**src/rtl/thin_pkg.sv**
```systemverilog
package thin_pkg;

    typedef enum logic {
        PASS_ONE = 1'b0,
        PASS_TWO = 1'b1
    } pass_e;

    localparam int WIN_BITS  = 9;
    localparam int RING_BITS = WIN_BITS - 1;

    // Reorder a row-major 3x3 window into the clockwise ring starting top-left.
    function automatic logic [RING_BITS-1:0] ring_of(input logic [WIN_BITS-1:0] w);
        logic [RING_BITS-1:0] r;
        r[0] = w[0];
        r[1] = w[1];
        r[2] = w[2];
        r[3] = w[5];
        r[4] = w[8];
        r[5] = w[7];
        r[6] = w[6];
        r[7] = w[3];
        return r;
    endfunction

endpackage

```
**src/rtl/thin_nbr_count.sv**
```systemverilog
module thin_nbr_count #(
    parameter int RING   = 8,
    parameter int CNT_LO = 2,
    parameter int CNT_HI = 6
) (
    input  logic [RING-1:0] ring,
    output logic            in_range
);
    localparam int CW = $clog2(RING + 1);

    logic [CW-1:0] total;

    always_comb begin
        total = '0;
        for (int i = 0; i < RING; i++) begin
            total = total + CW'(ring[i]);
        end
        in_range = (total >= CW'(CNT_LO)) && (total <= CW'(CNT_HI));
    end
endmodule

```
**src/rtl/thin_crossing.sv**
```systemverilog
module thin_crossing #(
    parameter int RING = 8
) (
    input  logic [RING-1:0] ring,
    output logic            single_region
);
    localparam int CW = $clog2(RING + 1);

    logic [RING-1:0] rise;
    logic [CW-1:0]   steps;

    for (genvar g = 0; g < RING; g++) begin : g_step
        assign rise[g] = !ring[g] && ring[(g + 1) % RING];
    end

    always_comb begin
        steps = '0;
        for (int i = 0; i < RING; i++) begin
            steps = steps + CW'(rise[i]);
        end
        single_region = (steps == CW'(1));
    end
endmodule

```
**src/rtl/thin_pass_rule.sv**
```systemverilog
module thin_pass_rule
    import thin_pkg::*;
(
    input  logic [RING_BITS-1:0] ring,
    input  pass_e                pass,
    output logic                 dir_ok
);
    logic north, east, south, west;

    assign north = ring[1];
    assign east  = ring[3];
    assign south = ring[5];
    assign west  = ring[7];

    always_comb begin
        unique case (pass)
            PASS_ONE: dir_ok = !east || !south || (!north && !west);
            PASS_TWO: dir_ok = !north || !west || (!east && !south);
            default:  dir_ok = 1'b0;
        endcase
    end
endmodule

```
**src/rtl/thin_erode_cell.sv**
```systemverilog
module thin_erode_cell
    import thin_pkg::*;
#(
    parameter int CNT_LO = 2,
    parameter int CNT_HI = 6
) (
    input  logic       clk,
    input  logic       rst_n,
    input  logic       win_valid,
    input  logic [8:0] win,
    input  logic       pass_sel,
    output logic       out_valid,
    output logic       pix_out,
    output logic       erode
);
    localparam int CTR = WIN_BITS / 2;

    logic [RING_BITS-1:0] ring;
    logic                 cnt_ok, cross_ok, dir_ok, kill;
    pass_e                pass;

    assign ring = ring_of(win);
    assign pass = pass_e'(pass_sel);

    thin_nbr_count #(
        .RING   (RING_BITS),
        .CNT_LO (CNT_LO),
        .CNT_HI (CNT_HI)
    ) u_count (
        .ring     (ring),
        .in_range (cnt_ok)
    );

    thin_crossing #(
        .RING (RING_BITS)
    ) u_cross (
        .ring          (ring),
        .single_region (cross_ok)
    );

    thin_pass_rule u_dir (
        .ring   (ring),
        .pass   (pass),
        .dir_ok (dir_ok)
    );

    assign kill = win[CTR] && cnt_ok && cross_ok && dir_ok;

    always_ff @(posedge clk or negedge rst_n) begin
        if (!rst_n) begin
            out_valid <= 1'b0;
            erode     <= 1'b0;
            pix_out   <= 1'b0;
        end else begin
            out_valid <= win_valid;
            if (win_valid) begin
                erode   <= kill;
                pix_out <= win[CTR] && !kill;
            end
        end
    end
endmodule

```
**config.mk**
```make
export PLATFORM = sky130hd
export DESIGN_NAME = thin_erode_cell
export DESIGN_NICKNAME = d
export VERILOG_FILES = /design/src/rtl/thin_pkg.sv /design/src/rtl/thin_nbr_count.sv /design/src/rtl/thin_crossing.sv /design/src/rtl/thin_pass_rule.sv /design/src/rtl/thin_erode_cell.sv
export SDC_FILE = /design/constraint.sdc
export NUM_CORES = 1
export LEC_CHECK = 0
export CAP_MARGIN = 5
export CORE_AREA = 2 2 39 41
export CTS_CLUSTER_SIZE = 24
export DETAILED_ROUTE_END_ITERATION = 8
export DIE_AREA = 0 0 41 43
export PLACE_DENSITY = 0.74
export SYNTH_ARGS = -nofsm -noshare
export SYNTH_HDL_FRONTEND = slang
export SYNTH_SLANG_ARGS = --single-unit
```
**constraint.sdc**
```tcl
create_clock -name clk -period 0.8 [get_ports clk]
set_input_delay 0.24 -clock clk [delete_from_list [all_inputs] [get_ports clk]]
set_output_delay 0.24 -clock clk [all_outputs]
set_load 0.02 [all_outputs]
```
==> results.yml, run 1 <==
worst_setup_path:
  cp-end-kind: "flop"
  crit_slowest_cell: "fa_1"
  rr_worst_depth: 2
  rrSetupSlack_ps: 90
  startpoint: "win[0]"
  crit_family: "adder cells"
  max_stage_delay_ps: 510
  endpoint: "erode"
  rr_endpoint: "pix_out"
  path_max_fanout: 2
  crit_required_ps: 910
  rr_startpoint: "pix_out"
  path_cells: "buf_8 > inv_8 > ha_4 > fa_1 > fa_1 > inv_2 > fa_2 > inv_2 > fa_2 > nor3b_4 > a211oi_4 > a32o_1"
  critPathLaunchType: "primary input"
  critPathKind: "primary input to flop"
  timing.critical_path.buf_inv: 4
  worst-path-stages: 12
  cp.arrival_ps: 2970
detailed_routing:
  drt_iter0_drc: 3
  viasPerCell: 4.64
  vias: 464
  drt-pass1-iter-count: 2
  wl_per_cell_um: 11.2
  drc: 0
  ant_nets: 0
  wl_um: 1120
final_layout:
  nets: 112
  mostFrequentLayoutCells: "buf_4, clkdlybuf4s50_1"
  final_common_cell: "buf_4"
  fillers: 106
  syn_to_final_growth_pct: 79.3
  finalInstanceArea_um2: 911
  antenna_cells: 0
  drive_gt1_frac: 0.464
die:
  dieArea_um2: 1760
  start_util: 0.367
  core_um2: 1380
  io_pins: 16
  fp.dieW_um: 41
  die_y_um: 43
  rows: 14
global_route:
  grt_max_degree: 6
  grt.total_usage: 0.158
  grt_overflow: 0
  grt_antenna_before_repair: 0
  grt_pass1_wl_um: 1890
  grt_pass1_vias: 488
pwr:
  finalPower_w: 0.00133
  peakVddDrop_mv: 1.42
  power.density_nw_per_um2: 1460
  p_leak_nw: 0.422
clocking:
  clk_latency_ps: 230
  cts_sinks: 3
  path_clk_slew_ps: 40
  htreeDepth: 1
  cts_buffers: 3
  cts_root_buf: "clkbuf_4"
  clockBufferDepth: 2
  cts_tree: "built"
timing:
  rsz0062_at_grt: "yes"
  finalHoldViolCount: 0
  slew_headroom: 0.719
  finalCriticalPeriod_ps: 2860
  postLayoutSetupSlackWorst_ps: -2060
  final-setup-viol-count: 5
  slew_viol_final: 0
  skew_ps: 0
  max_freq_ghz: 0.350
  fin_crit_sh: 3.57
  worstMarginPinSlew_ps: 416
placed_design:
  gp_congestion: 0.723
  portBuffers: 15
  dp.final_hpwl_um: 975
  postPlaceCellArea_um2: 806
hold_path:
  worstHoldPathType: "primary input to asynchronous set/reset pin"
synth:
  netlist_area_um2: 508
  synth_nets: 79
  ys_ff_latch: 3
  ys_types: 20
  synth-warning-count: 0
  avgSynthCellArea_um2: 9.77
  yosysSeqAreaShare: 0.148
  synthCells: 52
flow_run:
  max_cap_violations: 0
status:
  violations: "negative setup slack"
  status: "finished, violations left"
-- per-stage QoR --
stage                     TNS [ps]  hold WS (ps)  setup slack [ps]  utilization  std cells
after floorplan              -4020         -55.6             -2080            -         52
after global placement       -6610           430             -2760        0.582         94
after detailed placement     -6750           436             -2820        0.582         94
after CTS                    -4710           186             -2100        0.653         99
after global routing         -4920           189             -2140        0.658        100
final                        -4620           200             -2060        0.658        100
-- cell type report --
type / count / area (um^2) / area share
inverters: 11 / 48.8 / 0.0536
multi-input cells: 38 / 474 / 0.521
well taps: 16 / 20.0 / 0.0220
flip-flops and latches: 3 / 75.1 / 0.0824
clock buffers: 4 / 26.3 / 0.0288
repair buffers: 28 / 267 / 0.293
-- cell usage after synthesis --
cell	instances	area [um^2]
a2111oi_2	1	15.0
a211oi_1	1	7.51
a21o_1	1	7.51
a21oi_1	2	10.0
a31oi_1	1	6.26
a32o_1	1	10.0
dfrtp_1	3	75.1
fa_1	8	160
ha_1	6	75.1
inv_1	11	41.3
mux2i_1	1	10.0
nand2_1	1	3.75
nand3_1	1	5.00
nor2_1	5	18.8
nor2b_1	2	12.5
nor3b_1	2	15.0
o2111ai_1	1	8.76
o211ai_1	1	7.51
o21ai_0	2	10.0
xor2_1	1	8.76
-- worst min path at each step --
stage / to / start / slack, ps / cells past startpoint
after floorplan: erode / rst_n / -60 / 0
after global placement: out_valid / rst_n / 430 / 1
after detailed placement: out_valid / rst_n / 440 / 1
after CTS: out_valid / rst_n / 190 / 1
after global routing: out_valid / rst_n / 190 / 1
final: out_valid / rst_n / 200 / 1
-- report_power, final --
part	total (W)	switching (W)	internal (W)
clock	0.000262	0.0000754	0.000187
combinational	0.000886	0.000411	0.000475
sequential	0.000185	0.0000128	0.000172
-- worst register-to-register path: stages (launching register included) --
cell	delay, ps
dfrtp_1	380
mux2i_1	140
a31oi_1	60
-- registers in the layout (all words and copies together), names as in the netlist --
name / cells
erode: 1
out_valid: 1
pix_out: 1
-- what timing repair did --
action,in CTS,in global routing
buffers inserted,1,1
hold buffers,0,0
cloned,0,0
endpoints found under the setup margin,5,5
endpoints found under the hold margin,0,0
resized for setup,52,1
pin swaps,14,2
-- cell families (layout without fill, tap and decap cells) --
family	count (synthesis)	after routing	share of synthesized area
AOI/OAI and AO/OA	11	11	0.163
buffers and inverters	11	43	0.0813
adders and majority gates	14	14	0.463
muxes	1	1	0.0197
DFF	3	3	0.148
and+or+nand+nor	11	11	0.108
xor gates and xnor gates	1	1	0.0172
-- metal layers --
layer,wire length (um),track usage,vias to the layer above,share of wire
met5,0,0,-,0
met4,0,0.0200,0,0
met3,41,0.0471,0,0.036
met2,589,0.259,9,0.52
met1,494,0.201,215,0.44
li1,-,-,240,-
Note: power is estimated with default switching activity, not from simulation.
==> run 2, diff against run 1 <==
CTS_BUF_LIST = sky130_fd_sc_hd__clkbuf_8   (was not set)
clock period = 3.6 ns   (was 0.8 ns; I/O delays follow)
==> results.yml, run 2 (synthesis results as in run 1) <==
placed_design:
  post-place-ws_ps: -799
  portBuffers: 15
  gp_congestion: 0.702
  postPlaceCellArea_um2: 806
  dp.final_hpwl_um: 1020
global_route:
  grt.total_usage: 0.178
  grt_max_degree: 4
  grt_overflow: 0
  grt_pass1_vias: 502
  grt_pass1_wl_um: 2030
  grt_antenna_before_repair: 0
timing:
  slew_viol_final: 0
  finalHoldViolCount: 0
  max_freq_ghz: 0.266
  final-setup-viol-count: 2
  postLayoutSetupSlackWorst_ps: -161
  fin_crit_sh: 1.04
  finalCriticalPeriod_ps: 3760
  worstMarginPinSlew_ps: 332
  rsz0062_at_grt: "yes"
  slew_headroom: 0.776
  skew_ps: 0
worst_setup_path:
  timing.critical_path.buf_inv: 4
  crit_family: "adder cells"
  rr_worst_depth: 2
  path_cells: "buf_8 > inv_6 > ha_4 > fa_1 > fa_1 > inv_1 > fa_2 > inv_2 > fa_2 > nor3b_4 > a211oi_4 > a32o_1"
  max_stage_delay_ps: 490
  worst-path-stages: 12
  crit_required_ps: 3700
  rr_endpoint: "pix_out"
  path_max_fanout: 2
  cp-end-kind: "flop"
  rrSetupSlack_ps: 2880
  critPathLaunchType: "primary input"
  crit_slowest_cell: "fa_1"
  cp.arrival_ps: 3860
  rr_startpoint: "pix_out"
  critPathKind: "primary input to flop"
final_layout:
  fin_util: 0.657
  final_common_cell: "buf_4"
  finalInstanceArea_um2: 910
  syn_to_final_growth_pct: 79.1
  drive_gt1_frac: 0.393
  antenna_cells: 0
  mostFrequentLayoutCells: "buf_4, clkdlybuf4s50_1, inv_1"
  nets: 112
  top_regs: "erode: 1 flops, out_valid: 1 flops, pix_out: 1 flops"
die:
  io_pins: 16
  dieArea_um2: 1760
  fp.dieW_um: 41
  start_util: 0.367
  core_um2: 1380
  rows: 14
  die_y_um: 43
clocking:
  clockBufferDepth: 2
  cts_hold_buffers: 0
  clk_latency_ps: 210
  htreeDepth: 1
  cts_sinks: 3
  path_clk_slew_ps: 30
  cts_buffers: 3
  cts_root_buf: "clkbuf_8"
  cts_tree: "built"
detailed_routing:
  drt_iter0_drc: 3
  drt-pass1-iter-count: 3
  ant_nets: 0
  wl_per_cell_um: 12.4
  wl_um: 1240
  drc: 0
  viasPerCell: 4.76
  vias: 476
hold_path:
  whs_path_depth: 1
  min_to: "erode"
  hold_start: "erode"
  worstHoldPathType: "flop to flop"
flow_run:
  max_cap_violations: 0
pwr:
  power.density_nw_per_um2: 357
  p_leak_nw: 0.423
  finalPower_w: 0.000325
  peakVddDrop_mv: 0.350
status:
  status: "finished, violations left"
  violations: "negative setup slack"
==> run 2: cell types whose count changed in the layout (fill, tap and decap cells not counted), sizes merged <==
| cell | before | now |
|---|---|---|
| inv | 11 | 12 |
| clkbuf | 4 | 3 |
| buf | 18 | 15 |
| clkdlybuf4s50 | 6 | 9 |
==> run 2: worst max path at each step <==
stage	start	end	slack [ps]
2_1_floorplan	win[0]	erode	-140
3_3_place_gp	win[1]	erode	-750
3_5_place_dp	win[1]	pix_out	-800
4_1_cts	win[0]	erode	-220
5_1_grt	win[0]	erode	-230
6_report	win[0]	erode	-160
==> run 2: worst reg2reg max path, delay by kind of cell (launching register included) <==
family | cells | cell delay, ps
flops | 1 | 380
compound gates | 1 | 60
mux | 1 | 140
==> run 2: metal layers <==
| layer | part of all wire | GRT usage | up-vias |
|---|---|---|---|
| li1 | - | - | 236 |
| met1 | 0.37 | 0.192 | 228 |
| met2 | 0.59 | 0.303 | 9 |
| met3 | 0.027 | 0.0314 | 3 |
| met4 | 0.014 | 0.100 | 0 |
| met5 | 0 | 0 | - |
==> run 2: cell type report <==
cell class	count	area (um^2)
Clock buffer	3	41.3
Clock inverter	1	3.75
Fill cell	117	474
Inverter	11	46.3
Multi-Input combinational cell	38	469
Sequential cell	3	75.1
Tap cell	16	20.0
Timing Repair Buffer	28	254
==> run 2: through the flow <==
stage / cells / setup TNS, ps / hold slack [ps]
6_report: 100 / -285 / 496
2_1_floorplan: 52 / -141 / 608
4_1_cts: 100 / -427 / 499
3_3_place_gp: 95 / -1490 / 485
3_5_place_dp: 95 / -1600 / 492
5_1_grt: 100 / -420 / 535
==> run 2: report_power, final <==
group	internal [W]	total, W	switching, W
Sequential	0.0000383	0.0000407	0.00000247
Combinational	0.000101	0.000191	0.0000893
Clock	0.0000725	0.0000936	0.0000212
==> run 2: repair_timing <==
item / 4_1_cts / 5_1_grt
endpoints found under the hold margin: 0 / 0
setup buffers: 1 / 0
setup endpoints to repair: 2 / 2
gates resized for setup: 25 / 4
pin swaps: 15 / 8
gates cloned: 0 / 0
